`src/rtl/flagcond_pkg.sv`:
```
package flagcond_pkg;

  localparam int unsigned CODE_W = 4;
  localparam int unsigned OP_W   = 2;

  localparam logic [OP_W-1:0] OP_CMP  = 2'd0;
  localparam logic [OP_W-1:0] OP_TEST = 2'd1;
  localparam logic [OP_W-1:0] OP_MOVE = 2'd2;
  localparam logic [OP_W-1:0] OP_ADDR = 2'd3;

  localparam logic [CODE_W-1:0] CC_ALWAYS = 4'd0;
  localparam logic [CODE_W-1:0] CC_EQ     = 4'd1;
  localparam logic [CODE_W-1:0] CC_NE     = 4'd2;
  localparam logic [CODE_W-1:0] CC_NEG    = 4'd3;
  localparam logic [CODE_W-1:0] CC_NNEG   = 4'd4;
  localparam logic [CODE_W-1:0] CC_GT     = 4'd5;
  localparam logic [CODE_W-1:0] CC_GE     = 4'd6;
  localparam logic [CODE_W-1:0] CC_LT     = 4'd7;
  localparam logic [CODE_W-1:0] CC_LE     = 4'd8;
  localparam logic [CODE_W-1:0] CC_ABOVE  = 4'd9;
  localparam logic [CODE_W-1:0] CC_AE     = 4'd10;
  localparam logic [CODE_W-1:0] CC_BELOW  = 4'd11;
  localparam logic [CODE_W-1:0] CC_BE     = 4'd12;

  typedef struct packed {
    logic ovf;
    logic neg;
    logic zero;
    logic carry;
  } flags_t;

  function automatic logic op_sets_flags(input logic [OP_W-1:0] kind);
    return (kind == OP_CMP) || (kind == OP_TEST);
  endfunction

endpackage

```
`src/rtl/flag_calc.sv`:
```
module flag_calc
  import flagcond_pkg::*;
#(
  parameter int unsigned W = 64
) (
  input  logic [OP_W-1:0] op,
  input  logic [W-1:0]    a,
  input  logic [W-1:0]    b,
  output flags_t          nxt
);
  localparam int unsigned MSB = W - 1;

  logic [W:0]   diff;
  logic [W-1:0] land;

  assign diff = {1'b0, a} - {1'b0, b};
  assign land = a & b;

  always_comb begin
    nxt = '0;
    if (op == OP_TEST) begin
      nxt.zero = (land == '0);
      nxt.neg  = land[MSB];
    end else begin
      nxt.carry = diff[W];
      nxt.zero  = (diff[W-1:0] == '0);
      nxt.neg   = diff[MSB];
      nxt.ovf   = (a[MSB] != b[MSB]) && (diff[MSB] != a[MSB]);
    end
  end
endmodule

```
`src/rtl/cond_eval.sv`:
```
module cond_eval
  import flagcond_pkg::*;
(
  input  flags_t            f,
  input  logic [CODE_W-1:0] code,
  output logic              hit
);
  logic sgn_ok;
  assign sgn_ok = (f.neg == f.ovf);

  always_comb begin
    case (code)
      CC_ALWAYS: hit = 1'b1;
      CC_EQ:     hit = f.zero;
      CC_NE:     hit = !f.zero;
      CC_NEG:    hit = f.neg;
      CC_NNEG:   hit = !f.neg;
      CC_GT:     hit = sgn_ok && !f.zero;
      CC_GE:     hit = sgn_ok;
      CC_LT:     hit = !sgn_ok;
      CC_LE:     hit = f.zero || !sgn_ok;
      CC_ABOVE:  hit = !f.carry && !f.zero;
      CC_AE:     hit = !f.carry;
      CC_BELOW:  hit = f.carry;
      CC_BE:     hit = f.carry || f.zero;
      default:   hit = 1'b0;
    endcase
  end
endmodule

```
`src/rtl/cond_flag_unit.sv`:
```
module cond_flag_unit
  import flagcond_pkg::*;
#(
  parameter int unsigned W = 64
) (
  input  logic              clk,
  input  logic              rst_n,
  input  logic              flag_we,
  input  logic [OP_W-1:0]   op,
  input  logic [W-1:0]      opnd_a,
  input  logic [W-1:0]      opnd_b,
  input  logic [CODE_W-1:0] cond_sel,
  input  logic [W-1:0]      mov_src,
  input  logic [W-1:0]      mov_dst,
  output logic [3:0]        flags_q,
  output logic              taken,
  output logic [7:0]        set_byte,
  output logic [W-1:0]      cmov_out
);
  flags_t flg_r;
  flags_t flg_nxt;
  logic   wr_en;

  flag_calc #(.W(W)) u_calc (
    .op (op),
    .a  (opnd_a),
    .b  (opnd_b),
    .nxt(flg_nxt)
  );

  assign wr_en = flag_we && op_sets_flags(op);

  always_ff @(posedge clk) begin
    if (!rst_n)     flg_r <= '0;
    else if (wr_en) flg_r <= flg_nxt;
  end

  cond_eval u_eval (
    .f   (flg_r),
    .code(cond_sel),
    .hit (taken)
  );

  assign flags_q  = flg_r;
  assign set_byte = {7'd0, taken};
  assign cmov_out = taken ? mov_src : mov_dst;

  AST_HOLD_NO_WRITE: assert property (@(posedge clk) disable iff (!rst_n)
    !(flag_we && (op == OP_CMP || op == OP_TEST)) |=> $stable(flags_q));

  AST_CMP_BORROW: assert property (@(posedge clk) disable iff (!rst_n)
    (flag_we && op == OP_CMP) |=> (flags_q[0] == $past(opnd_a < opnd_b)));

  AST_CMP_EQUAL: assert property (@(posedge clk) disable iff (!rst_n)
    (flag_we && op == OP_CMP) |=> (flags_q[1] == $past(opnd_a == opnd_b)));

  AST_TEST_CLEARS: assert property (@(posedge clk) disable iff (!rst_n)
    (flag_we && op == OP_TEST) |=> (!flags_q[0] && !flags_q[3]));

  AST_SET_TRACKS: assert property (@(posedge clk) disable iff (!rst_n)
    set_byte == (taken ? 8'h01 : 8'h00));

  AST_CMOV_TRACKS: assert property (@(posedge clk) disable iff (!rst_n)
    cmov_out == (taken ? mov_src : mov_dst));
endmodule

```
`config.mk`:
```
export PLATFORM = sky130hd
export DESIGN_NAME = cond_flag_unit
export DESIGN_NICKNAME = d
export VERILOG_FILES = /design/src/rtl/flagcond_pkg.sv /design/src/rtl/flag_calc.sv /design/src/rtl/cond_eval.sv /design/src/rtl/cond_flag_unit.sv
export SDC_FILE = /design/constraint.sdc
export NUM_CORES = 1
export LEC_CHECK = 0
export ABC_CLOCK_PERIOD_IN_PS = 9200
export BUFFER_PORTS_ARGS = -buffer_cell sky130_fd_sc_hd__buf_4
export CAP_MARGIN = 20
export CORE_AREA = 3 3 136 138
export CTS_CLUSTER_SIZE = 10
export DETAILED_ROUTE_END_ITERATION = 10
export DIE_AREA = 0 0 139 141
export PLACE_DENSITY = 0.7
export REMOVE_ABC_BUFFERS = 1
export SYNTH_ARGS = -nofsm -noshare
export SYNTH_HDL_FRONTEND = slang
export SYNTH_HIERARCHICAL = 1
export SYNTH_SLANG_ARGS = --single-unit
```
`constraint.sdc`:
```
create_clock -name clk -period 9.2 [get_ports clk]
set_input_delay 0 -clock clk [delete_from_list [all_inputs] [get_ports clk]]
set_output_delay 0 -clock clk [all_outputs]
set_load 0.1 [all_outputs]
```
**Word level (Yosys, flattened, before mapping)**

Cells that the tools add are included.
Widths: inputs -> output; s select.

- Flip-flop bits (word level): 4

- Add/sub/neg operators: 1
- Equality and inequality tests: 16
- Mux-type cells: 5
- Bitwise operators: 1
- Reduce and logical (&&, ||, !) cells: 15

Operators with widths:

| kind | number |
|---|---|
| $logic_not 64->1 | 2 |
| $sub 64x64->65 | 1 |
| $and 64x64->64 | 1 |
| $mux 64 | 1 |
| $eq 4x4->1 const B | 5 |
| $eq 4x3->1 const B | 4 |
| $pmux 1 s13 | 1 |
| $eq 4x2->1 const B | 2 |
| $eq 4x1->1 const B | 1 |
| $logic_and 1x1->1 | 4 |
| $logic_not 1->1 | 4 |
| $logic_not 4->1 | 1 |
| $logic_or 1x1->1 | 3 |
| $eq 2x1->1 const B | 1 |
| $logic_not 2->1 | 1 |
| $mux 1 | 2 |
| $mux 2 | 1 |
| $ne 1x1->1 | 2 |
| $eq 1x1->1 | 1 |

**Longest topological paths before layout**

Gate-level depths: netlist (run 1).

- Word-level depth: 5
- Mapped depth: 16
- Gate-level depth less buffers: 15

**By module**

Netlist (run 1), hierarchy kept.

Modules (own cells, without submodules):

| module | times used | cells each | area an instance (sq um) | sequential area each (sq um) |
|---|---|---|---|---|
| flag_calc | 1 | 796 | 5,417.7 | 0.0 |
| cond_flag_unit | 1 | 99 | 1,306.3 | 80.1 |
| cond_eval | 1 | 22 | 151.4 | 0.0 |

**Worst setup path after synthesis (run 1)**

OpenSTA, ideal clock, no wires.

- Path kind: reg2out
- Start point: reg flg_r (netlist bit flags_q[2])
- End point: out cmov_out[10]
- Arrival time: 3.603 ns
- Slack: 5.597 ns
- Cell stages (with the launch flop): 8
- Cell sequence: dfxtp_1 -> xor2_1 -> nor3_1 -> o41a_1 -> o221ai_2 -> buf_6 -> buf_12 -> mux2_4

- Word-level cells in the longest chain between the ends: 5
- Elaborated cells on any way between the ends: 7
- Classes of those cells: eq/ne (1); mux (2); reduce/logical (4)

Ends and longest elaborated chain:

| item | RTL line | text |
|---|---|---|
| start, declared | cond_flag_unit.sv:20 | `flags_t flg_r;` |
| start signal, assigned | cond_flag_unit.sv:35 | `else if (wr_en) flg_r <= flg_nxt;` |
| $eq 1x1->1 | cond_eval.sv:9 | `assign sgn_ok = (f.neg == f.ovf);` |
| $logic_not 1->1 | cond_eval.sv:20, cond_eval.sv:21 |  |
| $logic_or 1x1->1 | cond_eval.sv:21 | `CC_LE: hit = f.zero \|\| !sgn_ok;` |
| $pmux 1 s13 * | cond_eval.sv:12 | `case (code)` |
| named net taken | cond_flag_unit.sv:16 | `output logic taken,` |
| $mux 64 * | cond_flag_unit.sv:46 | `assign cmov_out = taken ? mov_src : mov_dst;` |
| end, declared | cond_flag_unit.sv:18 | `output logic [W-1:0] cmov_out` |

The timed path passes the listed nets; every way through them passes the cells marked *.

==> results.sh, run 1 <==
export IMPL_drv_cap=0
export IMPL_wl_met2_um=12420
export IMPL_rsz0062_at_grt="no"
export IMPL_place_gp_congestion=0.9873
export IMPL_worst_setup_path_type="input port to flop"
export IMPL_drtPass1Iterations=6
export IMPL_yosys_warnings=6
export IMPL_grt_max_degree=51
export IMPL_comb_power_share=0.908
export IMPL_crit_chain="buf_4 -> ha_1 -> nand2_1 -> o21ai_0 -> a31oi_1 -> a211o_1 -> a31oi_1 -> a21oi_1 -> xnor2_1 -> or4_1 -> or4_1 -> o41ai_2 -> nand2_1 -> mux2i_1"
export IMPL_synthCells=917
export IMPL_fin_crit_ns=3.958
export IMPL_via_per_inst=5.651
export IMPL_core_area_mm2=0.01730
export IMPL_grt_pass1_vias=7650
export IMPL_share_seq_of_total_power=0.021
export IMPL_nets=1610
export IMPL_track_usage=0.2494
export IMPL_max_stage_delay_ns=0.59
export IMPL_ys_seq_elements=4
export IMPL_synth_edf_count=0
export IMPL_wirelength_um=26820
export IMPL_hold_path_class="input port to flop"
export IMPL_die_w_um=139
export IMPL_p_leak_nw=4.802
export IMPL_async_flop_share=0
export IMPL_p_sw_frac=0.6066
export IMPL_cts_tree="built"
export IMPL_clock_skew_ns=0
export IMPL_worst_pin_slew_ns=0.9577
export IMPL_slowest_stage="or4_1"
export IMPL_post_route_drc_count=0
export IMPL_ir_drop_mv=0.09389
export IMPL_crit_arrival_ns=4.11
export IMPL_top_layer="met4"
export IMPL_seq_area_frac_synth=0.01165
export IMPL_setup_viol_count_final=0
export IMPL_clk_latency_ns=0.23
export IMPL_maxSlewViolCount=0
export IMPL_h_tree_depth=1
export IMPL_cts_resized=0
export IMPL_p_int_mw=0.3759
export IMPL_vias=8138
export IMPL_postCtsSetupBuffers=0
export IMPL_avgSynthCellArea_um2=7.498
export IMPL_met1Wirelength_um=11710
export IMPL_end_kind="flop"
export IMPL_clock_sinks=4
export IMPL_area_delta_synth_final_pct=37.49
export IMPL_grt_overflow_total=0
export IMPL_cts_buffer_depth=2
export IMPL_power_mw=0.9554
export IMPL_required_ns=9.35
export IMPL_crit_fanout=7
export IMPL_hold_viol_final=0
export IMPL_wl_met3_um=2397
export IMPL_p_sw_mw=0.5795
export IMPL_relSlewSlack=0.3557
export IMPL_pwr_share_clk=0.072
export IMPL_drive_gt1_frac=0.3498
export IMPL_ant_nets=0
export IMPL_cts_hold_buf=0
export IMPL_n_antenna_cell=0
export IMPL_cp_start_kind="input port"
export IMPL_period_share=0.4303
export IMPL_cts_buffers=3
export IMPL_rows=48
export IMPL_clock_fmax_mhz=252.6
export IMPL_synth_distinct_cells=78
export IMPL_ys_flop_type="dfxtp_1"
export IMPL_setup_tns_ns=0
export IMPL_syn_area_mm2=0.006875
export IMPL_start_util=0.3975
export IMPL_dieArea_mm2=0.01960
export IMPL_clkTransAtPathRegs_ns=0.03
export IMPL_wl_per_cell_um=18.63
export IMPL_power_density_mw_per_mm2=101.1
export IMPL_die_h_um=141
export IMPL_largest_reg_flops=4
export IMPL_cts_root_buf="clkbuf_16"
export IMPL_io_buffers=334
export IMPL_first_iter_violations=696
export IMPL_grt_pass1_wl_um=40710
export IMPL_dpl_hpwl_um=23640
export IMPL_status="finished, final reports clean"
export IMPL_antenna_found_initial=0
export IMPL_boundaryPins=342
-- layout by cell type (no fill, tap or decap), drive strengths merged, types with 38 or more instances in the layout --
master,netlist,final
nand2,84,84
o21ai,51,51
nand4,38,38
mux2,65,65
ha,128,128
nor2,54,54
a21oi,84,84
inv,81,81
buf,28,335
-- cells in the mapped netlist (11+ instances only) --
library cell	number	area, µm²
nand4_1	37	231.5
xor2_1	18	157.7
o211ai_1	13	97.59
mux2_4	60	900.9
clkbuf_1	16	60.06
a21oi_1	82	410.4
xnor2_1	19	166.4
o21ai_0	45	225.2
ha_1	128	1602
a21o_1	21	157.7
buf_2	11	55.05
inv_1	81	304.0
o21a_1	13	97.59
nor2_1	54	202.7
nand2_1	83	311.6
nand3_1	17	85.08
a211oi_1	13	97.59
nor4_1	21	131.4
nor3_1	18	90.09
-- worst max-delay path, delay by kind of cell --
kind	cells	cell delay, ns
compound gates	6	1.95
fa+ha+maj	1	0.42
xor+xnor	1	0.18
buf+inv	1	0.11
mux	1	0.13
simple gates	4	1.32
-- worst paths after layout --
path                                 start  slack [ns]         end  cells past startpoint
worst min-delay path                 rst_n         0.1  flags_q[1]                      3
worst min register to register  flags_q[3]        0.55  flags_q[3]                      2
worst max register to register  flags_q[2]        8.44  flags_q[2]                      2
worst max-delay path             opnd_a[8]        5.24  flags_q[1]                     14
-- cell families after synthesis --
logic type | count (synthesis) | synth area share
and+or+nand+nor | 274 | 0.1998
xor gates and xnor gates | 37 | 0.04713
muxes | 72 | 0.1494
AOI/OAI and AO/OA | 274 | 0.2666
other | 1 | 0.0005454
adders and majority gates | 128 | 0.2329
buffers and inverters | 127 | 0.09190
DFF | 4 | 0.01165
-- stage by stage --
step	hold WS (ns)	cell area, µm²	utilization	setup slack [ns]	cells
after floorplan	0.1476	6570	-	2.066	877
after global placement	0.3123	9378	0.5422	5.081	1437
after detailed placement	0.3218	9378	0.5422	5.051	1437
after CTS	0.09384	9453	0.5465	5.281	1440
after global routing	0.1139	9453	0.5465	4.892	1440
final	0.09559	9453	0.5465	5.242	1440
-- metal layers --
layer  vias up  GRT usage
met1      3748     0.3446
met4         0    0.03965
met2       394     0.4101
li1       3968          -
met5         -          0
met3        28    0.04986
-- power groups by stage --
stage / registers (mW) / clock network, mW / logic [mW]
finish: 0.0197 / 0.0686 / 0.867
global route: 0.0199 / 0.0707 / 0.917
CTS: 0.0197 / 0.0692 / 0.859
detailed placement: 0.0199 / 0 / 0.856
global placement: 0.0199 / 0 / 0.854
floorplan: 0.0252 / 0 / 0.621
-- final cells by class --
| type | count | area (µm²) |
|---|---|---|
| Clock buffer | 3 | 75.07 |
| Multi-Input combinational cell | 792 | 6197 |
| Sequential cell | 4 | 80.08 |
| Inverter | 81 | 304.0 |
| Fill cell | 1722 | 7844 |
| Timing Repair Buffer | 335 | 2515 |
| Tap cell | 225 | 281.5 |
No activity file was read; power rests on OpenSTA's default activity.
==> inputs of run 2 (changes only) <==
--- a/config.mk
+++ b/config.mk
@@ -5,14 +5,15 @@
 export SDC_FILE = /design/constraint.sdc
 export NUM_CORES = 1
 export LEC_CHECK = 0
-export ABC_CLOCK_PERIOD_IN_PS = 9200
+export ABC_AREA = 1
+export ABC_CLOCK_PERIOD_IN_PS = 4000
 export BUFFER_PORTS_ARGS = -buffer_cell sky130_fd_sc_hd__buf_4
 export CAP_MARGIN = 20
-export CORE_AREA = 3 3 136 138
+export CORE_AREA = 3 3 154 156
 export CTS_CLUSTER_SIZE = 10
 export DETAILED_ROUTE_END_ITERATION = 10
-export DIE_AREA = 0 0 139 141
-export PLACE_DENSITY = 0.7
+export DIE_AREA = 0 0 157 159
+export PLACE_DENSITY = 0.67
 export REMOVE_ABC_BUFFERS = 1
 export SYNTH_ARGS = -nofsm -noshare
 export SYNTH_HDL_FRONTEND = slang
==> constraint.sdc (replaced) <==
create_clock -name clk -period 4 [get_ports clk]
set_input_delay 0 -clock clk [delete_from_list [all_inputs] [get_ports clk]]
set_output_delay 0 -clock clk [all_outputs]
set_load 0.1 [all_outputs]
==> run 2 against run 1 <==
Net effect:
- die area grew 27%
- core utilization fell by 2.8 points
- power rose to 2.8 times the previous value
- via count is 41% higher
- synthesized cell count is 91% higher
- count of clock-buffer cells in the layout unchanged
==> results.sh, run 2 <==
export IMPL_most_common_layout_cells="nand2_1, inv_1, buf_4"
export IMPL_grt_overflow_total=0
export IMPL_yosys_warnings=6
export IMPL_clock_sinks=4
export IMPL_power_mw=2.651
export IMPL_via_per_inst=4.861
export IMPL_cts_resized=0
export IMPL_period_share=0.7145
export IMPL_cts_root_buf="clkbuf_16"
export IMPL_p_leak_nw=7.391
export IMPL_io_buffers=334
export IMPL_drtPass1Iterations=5
export IMPL_crit_fanout=69
export IMPL_grt_pass1_vias=10606
export IMPL_post_route_drc_count=0
export IMPL_required_ns=4.00
export IMPL_critPathTopFamily="simple AND/OR/NAND/NOR gates"
export IMPL_relSlewSlack=0.4097
export IMPL_holdCritStartpoint="rst_n"
export IMPL_min_path_cells=3
export IMPL_path_buf_inv=3
export IMPL_path_depth=12
export IMPL_ys_flop_type="dfxtp_1"
export IMPL_first_iter_violations=839
export IMPL_rows=55
export IMPL_clk_latency_ns=0.22
export IMPL_cts_buffers=3
export IMPL_dieArea_mm2=0.02496
export IMPL_critical_path_startpoint="flags_q[2]"
export IMPL_place_area_mm2=0.01159
export IMPL_die_h_um=159
export IMPL_place_gp_congestion=1.036
export IMPL_clock_fmax_mhz=349.9
export IMPL_synth_area_leaders="nand2_1, ha_1, inv_1"
export IMPL_hold_path_class="input port to flop"
export IMPL_end_kind="primary output"
export IMPL_vias=11477
export IMPL_worst_pin_slew_ns=0.8854
export IMPL_setup_viol_count_final=0
export IMPL_clock_skew_ns=0
export IMPL_clkTransAtPathRegs_ns=0.03
export IMPL_setup_tns_ns=0
export IMPL_yosysMostFrequentCell="nand2_1"
export IMPL_synth_distinct_cells=39
export IMPL_track_usage=0.2838
export IMPL_fin_area_mm2=0.01167
export IMPL_drive_gt1_frac=0.2231
export IMPL_grt_max_degree=70
export IMPL_die_w_um=157
export IMPL_synth_edf_count=0
export IMPL_ant_nets=0
export IMPL_core_area_mm2=0.02250
export IMPL_largest_reg_flops=4
export IMPL_cts_buffer_depth=2
export IMPL_crit_chain="inv_1 -> nand2_1 -> nand2_1 -> nand2_1 -> nand2_1 -> nand2_1 -> nand2_1 -> nor2_1 -> nand2_4 -> buf_12 -> o21ai_2 -> buf_4"
export IMPL_dpl_hpwl_um=34790
export IMPL_wirelength_um=37960
export IMPL_drv_cap=0
export IMPL_max_stage_delay_ns=0.50
export IMPL_boundaryPins=342
export IMPL_rr_worst_depth=2
export IMPL_synth_commonest_cells="nand2_1, inv_1, nor2_1"
export IMPL_maxSlewViolCount=0
export IMPL_hold_viol_final=0
export IMPL_cts_tree="built"
export IMPL_synthCells=1753
export IMPL_grt_pass1_wl_um=56400
export IMPL_ir_drop_mv=0.1705
export IMPL_h_tree_depth=1
export IMPL_ys_seq_elements=4
export IMPL_reg2reg_setup_slack_ns=3.36
export IMPL_slowest_stage="nand2_4"
export IMPL_antenna_found_initial=1
export IMPL_syn_area_mm2=0.008939
export IMPL_synth_largest_area_cell="nand2_1"
export IMPL_postCtsSetupBuffers=0
export IMPL_cp_common_cell="nand2_1"
export IMPL_status="finished, final reports clean"
export IMPL_cts_hold_buf=0
export IMPL_rsz0062_at_grt="no"
export IMPL_power_density_mw_per_mm2=227.1
export IMPL_avgSynthCellArea_um2=5.099
export IMPL_wl_per_cell_um=16.08
export IMPL_yosysTopAreaCellShare=0.2658
export IMPL_area_delta_synth_final_pct=30.58
export IMPL_seq_area_frac_synth=0.008959
export IMPL_async_flop_share=0
export IMPL_nets=2470
export IMPL_final_common_cell="nand2_1"
export IMPL_cp_start_kind="flop"
export IMPL_timing_rr_start="flags_q[2]"
export IMPL_crit_arrival_ns=2.86
export IMPL_start_util=0.3972
export IMPL_fin_crit_ns=2.858
export IMPL_worst_setup_path_type="flop to primary output"
run 2: cell count changes in the layout (fill, tap and decap cells not counted), moves of 23 or more:
cell / delta
o21ai_2: +62
nand2_2: +23
nor2_1: +95
mux2_4: -60
nand3_1: +79
o21ai_0: -32
nand2_1: +549
inv_1: +344
run 2: cells by family (layout without fill, tap and decap cells):
family,after synthesis,in the layout,share of synthesized area
adders and majority gates,128,128,0.1792
xor gates and xnor gates,8,8,0.007839
other,1,8,0.0004195
AOI/OAI and AO/OA,162,162,0.1236
and+or+nand+nor,995,995,0.4693
buffers and inverters,455,771,0.2107
DFF,4,4,0.008959
run 2: cell type report:
cell class                 instances  area (µm²)
timing repair buffer             335        2527
inverter                         433        1625
sequential                         4       80.08
antenna                            1       2.502
multi-input combinational       1300        7005
fill                            2537       10830
clock buffer                       3       75.07
tap                              285       356.6
run 2: path summary, 6_finish.rpt:
check / to
worst min-delay path: flags_q[3]
worst max register to register: flags_q[2]
worst min register to register: flags_q[3]
worst max-delay path: cmov_out[63]
run 2: worst min-delay path: stages:
cell and delay [ns]:
buf_4 0.11, nand2_1 0.05, nor2_1 0.07
run 2: metal layers:
layer  GRT usage  share of wire
met5           0              0
met4     0.06128          0.022
met3     0.02446          0.067
met2      0.4846           0.46
met1      0.3870           0.45
run 2: power by group:
group | switching, mW | internal, mW | leakage, nW | total (mW)
Clock | 0.0256 | 0.127 | 0.0370 | 0.153
Combinational | 1.76 | 0.693 | 7.32 | 2.45
Sequential | 0.00362 | 0.0430 | 0.0330 | 0.0466
Total | 1.79 | 0.863 | 7.39 | 2.65
run 2: metrics by stage:
step	hold WS (ns)	util	setup slack [ns]	instances
global placement	0.2636	0.5153	1.159	2357
finish	0.04234	0.5187	1.142	2361
CTS	0.04462	0.5186	1.173	2360
floorplan	0.1207	-	-3.379	1737
detailed placement	0.2710	0.5153	1.249	2357
global route	0.05048	0.5187	0.9249	2361
==> inputs of run 3 (changes only) <==
--- a/config.mk
+++ b/config.mk
@@ -6,14 +6,14 @@
 export NUM_CORES = 1
 export LEC_CHECK = 0
 export ABC_AREA = 1
-export ABC_CLOCK_PERIOD_IN_PS = 4000
+export ABC_CLOCK_PERIOD_IN_PS = 2500
 export BUFFER_PORTS_ARGS = -buffer_cell sky130_fd_sc_hd__buf_4
 export CAP_MARGIN = 20
 export CORE_AREA = 3 3 154 156
 export CTS_CLUSTER_SIZE = 10
 export DETAILED_ROUTE_END_ITERATION = 10
 export DIE_AREA = 0 0 157 159
-export PLACE_DENSITY = 0.67
+export PLACE_DENSITY = 0.69
 export REMOVE_ABC_BUFFERS = 1
 export SYNTH_ARGS = -nofsm -noshare
 export SYNTH_HDL_FRONTEND = slang
==> constraint.sdc (replaced) <==
create_clock -name clk -period 2.5 [get_ports clk]
set_input_delay 0 -clock clk [delete_from_list [all_inputs] [get_ports clk]]
set_output_delay 0 -clock clk [all_outputs]
set_load 0.1 [all_outputs]
==> run 3 against run 2 <==
Net effect:
- final cell count rose by 8.4%
- clock power is 61% higher
- largest power group unchanged
- clock skew is the same
- core utilization rose by 9.1 points
- worst hold slack got worse by 0.013 ns
==> results.sh, run 3 (synthesized netlist as in run 2, its figures left out) <==
export IMPL_fin_area_mm2=0.01373
export IMPL_use_met3=0.03099
export IMPL_ir_drop_mv=0.2530
export IMPL_critical_path_startpoint="opnd_a[42]"
export IMPL_relSlewSlack=0.6433
export IMPL_regArea_um2=80.08
export IMPL_rsz0062_at_grt="yes"
export IMPL_hold_path_class="input port to flop"
export IMPL_place_gp_congestion=1.006
export IMPL_status="finished, final reports clean"
export IMPL_placed_cells=2553
export IMPL_wirelength_um=39890
export IMPL_grt_pass1_wl_um=58790
export IMPL_track_usage=0.2944
export IMPL_crit_arrival_ns=2.54
export IMPL_power_density_mw_per_mm2=347.6
export IMPL_h_tree_depth=1
export IMPL_vias=12323
export IMPL_worst_setup_path_type="input port to flop"
export IMPL_top_usage_layer="met2"
export IMPL_power_mw=4.772
export IMPL_multi_input_area_mm2=0.007532
export IMPL_ant_nets=0
export IMPL_clock_sinks=4
export IMPL_period_share=0.9524
export IMPL_final_core_util=0.6100
export IMPL_area_delta_synth_final_pct=53.57
export IMPL_grt_overflow_total=0
export IMPL_setup_viol_count_final=0
export IMPL_clkTransAtPathRegs_ns=0.03
export IMPL_die_h_um=159
export IMPL_stdcell_count=2560
export IMPL_cts_buffers=3
export IMPL_use_met2=0.5199
export IMPL_core_area_mm2=0.02250
export IMPL_via_per_inst=4.814
export IMPL_fin_crit_ns=2.381
export IMPL_p_leak_nw=8.391
export IMPL_grt_max_degree=30
export IMPL_antenna_found_initial=2
export IMPL_crit_fanout=4
export IMPL_grt_pass1_vias=11246
export IMPL_post_route_drc_count=0
export IMPL_die_w_um=157
export IMPL_most_common_layout_cells="nand2_1, buf_4, inv_1"
export IMPL_holdCritStartpoint="rst_n"
export IMPL_required_ns=2.66
export IMPL_timing_rr_start="flags_q[2]"
export IMPL_clock_fmax_mhz=420.0
export IMPL_cts_root_buf="clkbuf_16"
export IMPL_clk_latency_ns=0.22
export IMPL_maxSlewViolCount=0
export IMPL_wl_per_cell_um=15.58
export IMPL_reg2reg_setup_slack_ns=1.84
export IMPL_worst_pin_slew_ns=0.5302
export IMPL_start_util=0.3972
export IMPL_first_iter_violations=715
export IMPL_cts_tree="built"
export IMPL_cts_buffer_depth=2
export IMPL_fillers=2345
export IMPL_drive_gt1_frac=0.3440
export IMPL_rows=55
export IMPL_gr_usage_met1=0.3733
export IMPL_nets=2668
export IMPL_dpl_hpwl_um=36320
export IMPL_boundaryPins=342
export IMPL_largest_reg_flops=4
export IMPL_holdWs_ns=0.02945
export IMPL_final_common_cell="nand2_1"
export IMPL_end_kind="flop"
export IMPL_drtPass1Iterations=5
export IMPL_place_area_mm2=0.01308
export IMPL_io_buffers=334
export IMPL_dieArea_mm2=0.02496
export IMPL_hold_viol_final=0
export IMPL_cp_start_kind="input port"
export IMPL_clock_skew_ns=0
export IMPL_drv_cap=0
## run 3: cell count changes in the layout (fill, tap and decap cells not counted), sizes merged
cell   before  now
buf       335  533
diode       1    2
## run 3: repair_timing
action	CTS	global route
endpoints found under the setup margin	1	12
hold buffers	0	0
pin swaps	0	6
gates resized for setup	1	144
buffers inserted	0	2
## run 3: per-stage QoR
step                setup WS [ns]  TNS (ns)
floorplan                  -4.879   -318.81
global placement          -0.2632   -0.2632
detailed placement        -0.2541   -0.2541
CTS                      0.004045         0
global route             -0.04878  -0.04878
finish                     0.1190         0
## run 3: worst max-delay path, stage by stage
cell	delay, ns
buf_4	0.11
ha_1	0.30
buf_4	0.17
nand2_2	0.13
inv_1	0.05
nand2_1	0.06
nand2_1	0.12
inv_1	0.08
nand2_1	0.11
inv_1	0.08
nand2_1	0.07
buf_4	0.13
a21oi_1	0.11
nand2_1	0.10
nand2_1	0.10
nand3_1	0.08
nor2_1	0.12
nand3_1	0.09
nor2_1	0.11
nand3_1	0.12
nand2_1	0.09
inv_1	0.04
nand3_1	0.05
nand2_1	0.05
nor2_1	0.07
## run 3: final cells by class
| cell class | count | share of cell area |
|---|---|---|
| Multi-Input combinational cell | 1300 | 0.5487 |
| Inverter | 433 | 0.1184 |
| Tap cell | 285 | 0.02598 |
| Timing Repair Buffer | 533 | 0.2952 |
| Antenna cell | 2 | 0.0003646 |
| Clock buffer | 3 | 0.005469 |
| Sequential cell | 4 | 0.005834 |
## run 3: layer usage
metal | wire length, µm | up-vias
li1 | - | 6334
met3 | 2742 | 68
met5 | 12 | -
met4 | 1413 | 2
met1 | 16650 | 5484
met2 | 19070 | 435
## run 3: final timing paths
path,to,depth (start not counted)
max,flags_q[1],25
min,flags_q[1],3
max reg2reg,flags_q[2],2
min reg2reg,flags_q[1],2
## run 3: report_power, final
part	total (mW)	internal, mW	leakage (nW)	switching, mW
sequential	0.0745	0.0687	0.0330	0.00580
combinational	4.45	1.49	8.32	2.97
clock	0.246	0.204	0.0370	0.0423
